### config.mk
export PLATFORM = sky130hd
export DESIGN_NAME = dskc_func_status
export DESIGN_NICKNAME = d
export VERILOG_FILES = /design/src/rtl/dskc_pkg.sv /design/src/rtl/dskc_decode.sv /design/src/rtl/dskc_ldreg.sv /design/src/rtl/dskc_status.sv /design/src/rtl/dskc_func_status.sv
export SDC_FILE = /design/constraint.sdc
export NUM_CORES = 1
export LEC_CHECK = 0
export BUFFER_PORTS_ARGS = -buffer_cell sky130_fd_sc_hd__buf_4
export CORE_ASPECT_RATIO = 1.4
export CORE_MARGIN = 2
export CORE_UTILIZATION = 51
export DETAILED_ROUTE_END_ITERATION = 8
export GPL_TIMING_DRIVEN = 0
export PLACE_DENSITY = 0.84
export SYNTH_ARGS = -nofsm -noshare
export SYNTH_HDL_FRONTEND = slang
export SYNTH_SLANG_ARGS = --single-unit
export TNS_END_PERCENT = 100
### constraint.sdc
create_clock -name clk_i -period 3.7 [get_ports clk_i]
set_clock_uncertainty 0.05 [all_clocks]
set_input_delay 0.925 -clock clk_i [delete_from_list [all_inputs] [get_ports clk_i]]
set_output_delay 0.925 -clock clk_i [all_outputs]
set_load 0.02 [all_outputs]
### src/rtl/dskc_pkg.sv
package dskc_pkg;
  localparam int STA_W = 18;
  localparam int B_ERR  = 17;
  localparam int B_PAR  = 16;
  localparam int B_NRY  = 13;
  localparam int B_DONE = 12;
  localparam int B_IE   = 11;
  localparam int B_BSY  = 10;
  localparam int B_WR   = 9;
  localparam int ZERO_W = 9;
  localparam int EV_W   = 5;

  typedef enum logic [1:0] {
    SC_ADDR = 2'b00,
    SC_STAT = 2'b01,
    SC_CTRL = 2'b10,
    SC_RSV  = 2'b11
  } subcode_e;

  typedef struct packed {
    logic clr_flags;
    logic test_skip;
    logic clr_all;
    logic rd_da;
    logic rd_sta;
    logic ld_ma;
    logic ld_da;
    logic ld_wc;
    logic ld_sta;
  } cmd_t;
endpackage

### src/rtl/dskc_decode.sv
module dskc_decode
  import dskc_pkg::*;
(
  input  logic       req_i,
  input  logic [2:0] pulse_i,
  input  logic [1:0] sub_i,
  output cmd_t       cmd_o
);
  subcode_e sc;
  logic [2:0] p;

  assign sc = subcode_e'(sub_i);
  assign p  = req_i ? pulse_i : 3'b000;

  always_comb begin
    cmd_o = '0;
    unique case (sc)
      SC_ADDR: begin
        cmd_o.clr_flags = p[0];
        cmd_o.rd_da     = p[1];
        cmd_o.ld_da     = p[2];
      end
      SC_STAT: begin
        cmd_o.test_skip = p[0];
        cmd_o.rd_sta    = p[1];
        cmd_o.ld_wc     = p[2];
      end
      SC_CTRL: begin
        cmd_o.clr_all   = p[0];
        cmd_o.ld_ma     = p[1];
        cmd_o.ld_sta    = p[2];
      end
      default: cmd_o = '0;
    endcase
  end
endmodule

### src/rtl/dskc_ldreg.sv
module dskc_ldreg #(
  parameter int W = 16
) (
  input  logic         clk_i,
  input  logic         rst_ni,
  input  logic         ld_i,
  input  logic [W-1:0] d_i,
  output logic [W-1:0] q_o
);
  always_ff @(posedge clk_i or negedge rst_ni) begin
    if (!rst_ni)   q_o <= '0;
    else if (ld_i) q_o <= d_i;
  end
endmodule

### src/rtl/dskc_status.sv
module dskc_status
  import dskc_pkg::*;
(
  input  logic             clk_i,
  input  logic             rst_ni,
  input  cmd_t             cmd_i,
  input  logic [STA_W-1:0] bus_i,
  input  logic [EV_W-1:0]  eng_set_i,
  input  logic             xfer_active_i,
  output logic [STA_W-1:0] sta_o,
  output logic             start_o,
  output logic             cancel_o,
  output logic             irq_o
);
  localparam logic [STA_W-1:0] KEEP_M =
    (STA_W'(1) << B_IE) | (STA_W'(1) << B_BSY) | (STA_W'(1) << B_WR);
  localparam logic [STA_W-1:0] LOW_M = STA_W'((1 << ZERO_W) - 1);
  localparam logic [STA_W-1:0] CLRF_M =
    STA_W'(((1 << (EV_W + 1)) - 1) << B_DONE);

  logic [STA_W-1:0] sta_q, raw, nxt;
  logic start_d, cancel_d;

  always_comb begin
    raw = sta_q;
    if (cmd_i.clr_all)        raw = '0;
    else if (cmd_i.clr_flags) raw = raw & ~CLRF_M;
    if (cmd_i.ld_sta)         raw = (raw & KEEP_M) ^ (bus_i & ~LOW_M);
    raw[B_PAR:B_DONE] = raw[B_PAR:B_DONE] | eng_set_i;
    // rederive summary bits
    nxt = raw & ~LOW_M;
    nxt[B_ERR] = |raw[B_PAR:B_NRY];
    if (nxt[B_DONE]) nxt[B_BSY] = 1'b0;
    start_d  = cmd_i.ld_sta &  nxt[B_BSY] & ~xfer_active_i;
    cancel_d = cmd_i.ld_sta & ~nxt[B_BSY];
  end

  always_ff @(posedge clk_i or negedge rst_ni) begin
    if (!rst_ni) begin
      sta_q    <= '0;
      start_o  <= 1'b0;
      cancel_o <= 1'b0;
      irq_o    <= 1'b0;
    end else begin
      sta_q    <= nxt;
      start_o  <= start_d;
      cancel_o <= cancel_d;
      irq_o    <= nxt[B_IE] & (nxt[B_ERR] | nxt[B_DONE]);
    end
  end

  assign sta_o = sta_q;
endmodule

### src/rtl/dskc_func_status.sv
module dskc_func_status
  import dskc_pkg::*;
#(
  parameter int MA_W = 15,
  parameter int DA_W = 17,
  parameter int WC_W = 16
) (
  input  logic             clk_i,
  input  logic             rst_ni,
  input  logic             req_i,
  input  logic [2:0]       pulse_i,
  input  logic [1:0]       sub_i,
  input  logic [STA_W-1:0] bus_i,
  input  logic [EV_W-1:0]  eng_set_i,
  input  logic             xfer_active_i,
  output logic [STA_W-1:0] rd_data_o,
  output logic             skip_o,
  output logic [MA_W-1:0]  ma_o,
  output logic [DA_W-1:0]  da_o,
  output logic [WC_W-1:0]  wc_o,
  output logic             start_o,
  output logic             cancel_o,
  output logic             irq_o
);
  cmd_t             cmd;
  logic [STA_W-1:0] sta;

  dskc_decode u_dec (
    .req_i  (req_i),
    .pulse_i(pulse_i),
    .sub_i  (sub_i),
    .cmd_o  (cmd)
  );

  dskc_status u_sta (
    .clk_i        (clk_i),
    .rst_ni       (rst_ni),
    .cmd_i        (cmd),
    .bus_i        (bus_i),
    .eng_set_i    (eng_set_i),
    .xfer_active_i(xfer_active_i),
    .sta_o        (sta),
    .start_o      (start_o),
    .cancel_o     (cancel_o),
    .irq_o        (irq_o)
  );

  dskc_ldreg #(.W(MA_W)) u_ma (
    .clk_i(clk_i), .rst_ni(rst_ni), .ld_i(cmd.ld_ma),
    .d_i(bus_i[MA_W-1:0]), .q_o(ma_o)
  );

  dskc_ldreg #(.W(DA_W)) u_da (
    .clk_i(clk_i), .rst_ni(rst_ni), .ld_i(cmd.ld_da),
    .d_i(bus_i[DA_W-1:0]), .q_o(da_o)
  );

  dskc_ldreg #(.W(WC_W)) u_wc (
    .clk_i(clk_i), .rst_ni(rst_ni), .ld_i(cmd.ld_wc),
    .d_i(bus_i[WC_W-1:0]), .q_o(wc_o)
  );

  always_comb begin
    rd_data_o = '0;
    if (cmd.rd_da)       rd_data_o = STA_W'(da_o);
    else if (cmd.rd_sta) rd_data_o = sta;
  end

  assign skip_o = cmd.test_skip & (sta[B_ERR] | sta[B_DONE]);
endmodule

# [Word-level counts from Yosys, hierarchy flattened]
# Index checks and enable logic that the tools add are counted.
[word_totals] inputBits=32 out_inout_bits=70 reg_bits=60
[op_classes] bitwise_logic=11 n_mux=16 n_eq_ne=2 n_reduce_logical=2
[op_table] op="two-way mux 17 bit" n=3
[op_table] op="two-way mux 18 bit" n=2
[op_table] op="bitwise XOR 12 x 17 -> 17 bit" n=1
[op_table] op="two-way mux 1 bit" n=10
[op_table] op="bitwise AND 1 bit" n=5
[op_table] op="OR 5 bit" n=1
[op_table] op="OR reduction 4 bit" n=1
[op_table] op="two-way mux 3 bit" n=1
[op_table] op="equality test 2 x 1 -> 1 bit, second input constant" n=1
[op_table] op="equality test 2 bit, second input constant" n=1
[op_table] op="logical NOT 2 bit" n=1
[op_table] op="NOT 1 bit" n=2
[op_table] op="OR 1 bit" n=2

# [Longest topological paths before layout]
[logic_depth] ltp_word=10 ltp_mapped=5

# [Hierarchy]
# From an unflattened synthesis, not the netlist that was laid out.
[hier_totals] cells_unflattened=189 area_unflattened_um2=2852.7
[modules_own_cells] mod="dskc_ldreg (u_da)" n_inst=1 seq_area_each_um2=425.4 cells_each=36 area_per_inst_um2=685.7
[modules_own_cells] mod="dskc_ldreg (u_wc)" n_inst=1 seq_area_each_um2=400.4 cells_each=34 area_per_inst_um2=649.4
[modules_own_cells] mod="dskc_ldreg (u_ma)" n_inst=1 seq_area_each_um2=375.4 cells_each=32 area_per_inst_um2=613.1
[modules_own_cells] mod="dskc_status" n_inst=1 seq_area_each_um2=300.3 cells_each=50 area_per_inst_um2=570.5
[modules_own_cells] mod="dskc_func_status" n_inst=1 seq_area_each_um2=0.0 cells_each=28 area_per_inst_um2=229.0
[modules_own_cells] mod="dskc_decode" n_inst=1 seq_area_each_um2=0.0 cells_each=9 area_per_inst_um2=105.1

# [Worst setup path after synthesis]
# No wires, ideal clock.
[synth_timing] kind="input to output" startpoint="input port sub_i[1]" endpoint="output port rd_data_o[16]" setup_slack_ns=0.823 t_arrival_ns=1.902 stages=4 path_cell_list="nor4bb_1 > clkbuf_1 > clkbuf_1 > a22o_1"
[synth_between] elab_chain_cells=4 elab_cells_between_ends=6 cone_classes="eq/ne (1); mux (4); reduce/logical (1)"
[synth_lines] element="start, declared" line="dskc_func_status.sv:12" text="input logic [1:0] sub_i,"
[synth_lines] element="equality test 2 x 1 -> 1 bit" line="dskc_decode.sv:17" text="unique case (sc)"
[synth_lines] element="two-way mux 1 bit" line="dskc_decode.sv:17"
[synth_lines] element="two-way mux 18 bit" line="dskc_func_status.sv:66" text="else if (cmd.rd_sta) rd_data_o = sta;"
[synth_lines] element="two-way mux 18 bit (*)" line="dskc_func_status.sv:65" text="if (cmd.rd_da) rd_data_o = STA_W'(da_o);"
[synth_lines] element="end, declared" line="dskc_func_status.sv:16" text="output logic [STA_W-1:0] rd_data_o,"
# Every way passes the cells marked *; elsewhere a longest branch is shown, timed or not.

# [Worst setup path after layout]
# Same ends and word-level chain as after synthesis.

==> impl_results.md <==
* Synth Cell Area at roughly 0.0025 sq mm
* Die H at 86.8 um
* Max incr delay on CP at 0.43 ns
* DP Wirelength at 4370 um
* Hold Crit Class: reg2reg
* Critical setup path kind: in2out
* CTS H-tree lvls at 3
* RSZ-0062 raised after global routing: false
* Vias per cell at 5.57
* Row count at 30
* Final Setup Violations at 0
* Clk_lat worst skew at 0.32 ns
* Post_cts resized at 0
* Mapped Cells at about 170
* Starting Density at 0.524
* Reg area at about 0.0015 sq mm
* Placement-stage cell area at 0.00333 sq mm
* Layout area overhead at 40.0%
* Drt wl/cell at 17.4 um
* Layout cells sized above 1 at 0.584
* Final Cycle Share at 0.935
* Util after Layout at 0.734
* WP data required at between 2 and 3 ns
* Slew @ Worst Pin at between 0.7 and 0.8 ns
* Hold WS at 0.457 ns
* Total Power at approximately 1.9 mW
* Hold buffer count at cts at 0
* Die area at roughly 0.0055 sq mm
* Worst-path clk slew at about 0.060 ns
* Gpl congestion at 0.828
* Largest buffer count on any clock path at 2
* Initial antenna violation count at 0
* Total track usage at 0.230
* Fin cells at 350
* MaxCap Viol Count at 0
* Clock sink total at 60
* Yosys cell types at 25
* DP Worst Slack at between 0.2 and 0.25 ns
* 1st-iter DRT viols at 73
* Critical Path Slowest Stage Cell: clkbuf_1
* Post-Syn Nets at slightly above 200
* # DRC at 0
* Number of global-route vias before repair at 1,973
* VDD IR max at approximately 0.00035 V
* DP Cell Count at 335
* Synth Register Bits at 60
* Design Area, Final at 0.00350 sq mm
* Yosys warnings at 0
* CP endpoint kind: output pin
* Core ar. at 0.00477 sq mm
* Nets at 314
* CP max FO at 10
* CP Data Arrival Time at 2.48 ns
* Final WL at 6090 um
* Die width at 63.1 um
* Syn avg cell area at 14.6 sq um
* Fill cells at around 340
* Final count of hold timing violations at 0
* Antenna Violating Nets Remaining at 0
* Sequential share of the synthesized area at 0.601
* Startpoint types: primary input
* Largest net degree at the start of global routing at 61
* N_diodes at 0
* Leakage at about 1.7 nW
* Gr ovfl total at 0
* PnR worst setup slack at 0.242 ns
* Max frequency at 0.289 GHz
* Total number of vias at 1,950
* TritonCTS Buffers at 9
* Fin. max-slew vios at 0
* Status: finished clean
* TritonRoute pass-1 iters at 4
* Count of buffers from port buffering at 100
* Area of the multi-input gates at about 960 sq um
* Root Buffer: clkbuf_8
* Critical path cell sequence: buf_4, nor4bb_1, clkbuf_1, clkbuf_1, a22o_1, buf_4
* Setup bufs post-CTS at 0
* CTS tree: yes
* Setup tns final at 0 ns
* Slew headroom at 0.509
* Pwr Density at 546 mW/mm^2
* I/O Pins at 102
* First-pass GRT wire length at 9490 um
* Min Tclk post-route at around 3.5 ns
[registers in the layout, indices dropped and copies added (netlist names)]
register        cells
u_sta.start_o       1
u_sta.irq_o         1
u_da.q_o           17
u_sta.sta_o         9
u_sta.cancel_o      1
u_ma.q_o           15
u_wc.q_o           16
[report_power, final]
part	total, mW	switching, mW	internal, mW
combinational	0.556	0.285	0.271
sequential	0.853	0.0757	0.777
clock	0.502	0.228	0.274
[worst paths after layout]
path | from | end | slack, ns | cells past startpoint
worst min-delay path | u_ma.q_o[14] | u_ma.q_o[14] | 0.46 | 1
max in group asynchronous | rst_ni | u_wc.q_o[1] | 2.50 | 1
worst max-delay path | sub_i[1] | rd_data_o[16] | 0.24 | 6
worst min register to register | u_ma.q_o[14] | u_ma.q_o[14] | 0.46 | 1
worst max register to register | u_sta.sta_o[14] | u_sta.irq_o | 2.12 | 3
min in group asynchronous | rst_ni | u_da.q_o[11] | 0.61 | 1
[kinds of logic after synthesis]
family | share of synthesized area
AOI/OAI and AO/OA | 0.0772
DFF | 0.601
muxes | 0.216
and+or+nand+nor | 0.0842
xor gates and xnor gates | 0.00702
buffers and inverters | 0.0140
[Yosys cell counts]
master	count	area [sq um]
o211a_1	1	10.0
and2_1	10	62.6
nand2_1	5	18.8
a21oi_1	1	5.00
nor4bb_1	1	10.0
nor3_2	1	10.0
and3b_1	3	26.3
nor2_1	3	11.3
a22o_1	8	70.1
buf_2	4	20.0
nand4b_1	1	8.76
or4_1	3	22.5
xnor2_1	1	8.76
xor2_1	1	8.76
o21a_1	2	15.0
mux2_2	48	541
dfrtp_1	60	1500
nor4b_2	1	15.0
and3_1	1	6.26
or3b_1	1	8.76
a221o_1	6	60.1
a22oi_1	2	15.0
a311oi_1	2	17.5
clkbuf_1	4	15.0
and4b_1	1	10.0
[layout make-up]
class	instances	share of cell area
buffer	8	0.0100
clock inverter	2	0.00286
timing repair buffer	100	0.215
multi-input combinational	103	0.275
tap	64	0.0229
sequential	60	0.429
clock buffer	13	0.0454
[routing by layer]
layer | GRT usage | share of wire | up-vias
li1 | - | - | 855
met1 | 0.261 | 0.38 | 989
met2 | 0.392 | 0.52 | 88
met3 | 0.0597 | 0.058 | 18
met4 | 0.133 | 0.032 | 0
met5 | 0 | 0 | -
[layout by cell type (no fill, tap or decap), drive strengths merged, types with 3 or more instances in the layout]
| master | netlist | final |
|---|---|---|
| and2 | 10 | 10 |
| nand2 | 5 | 5 |
| and3b | 3 | 3 |
| a22o | 8 | 8 |
| buf | 4 | 104 |
| dfrtp | 60 | 60 |
| clkbuf | 4 | 17 |
| mux2 | 48 | 48 |
| a221o | 6 | 6 |
| nor2 | 3 | 3 |
| or4 | 3 | 3 |
[critical path, delay by kind of cell]
kind	cells	cell delay, ns
compound gates	1	0.23
buf+inv	4	1.06
simple gates	1	0.25
(Power assumes the default switching activity.)
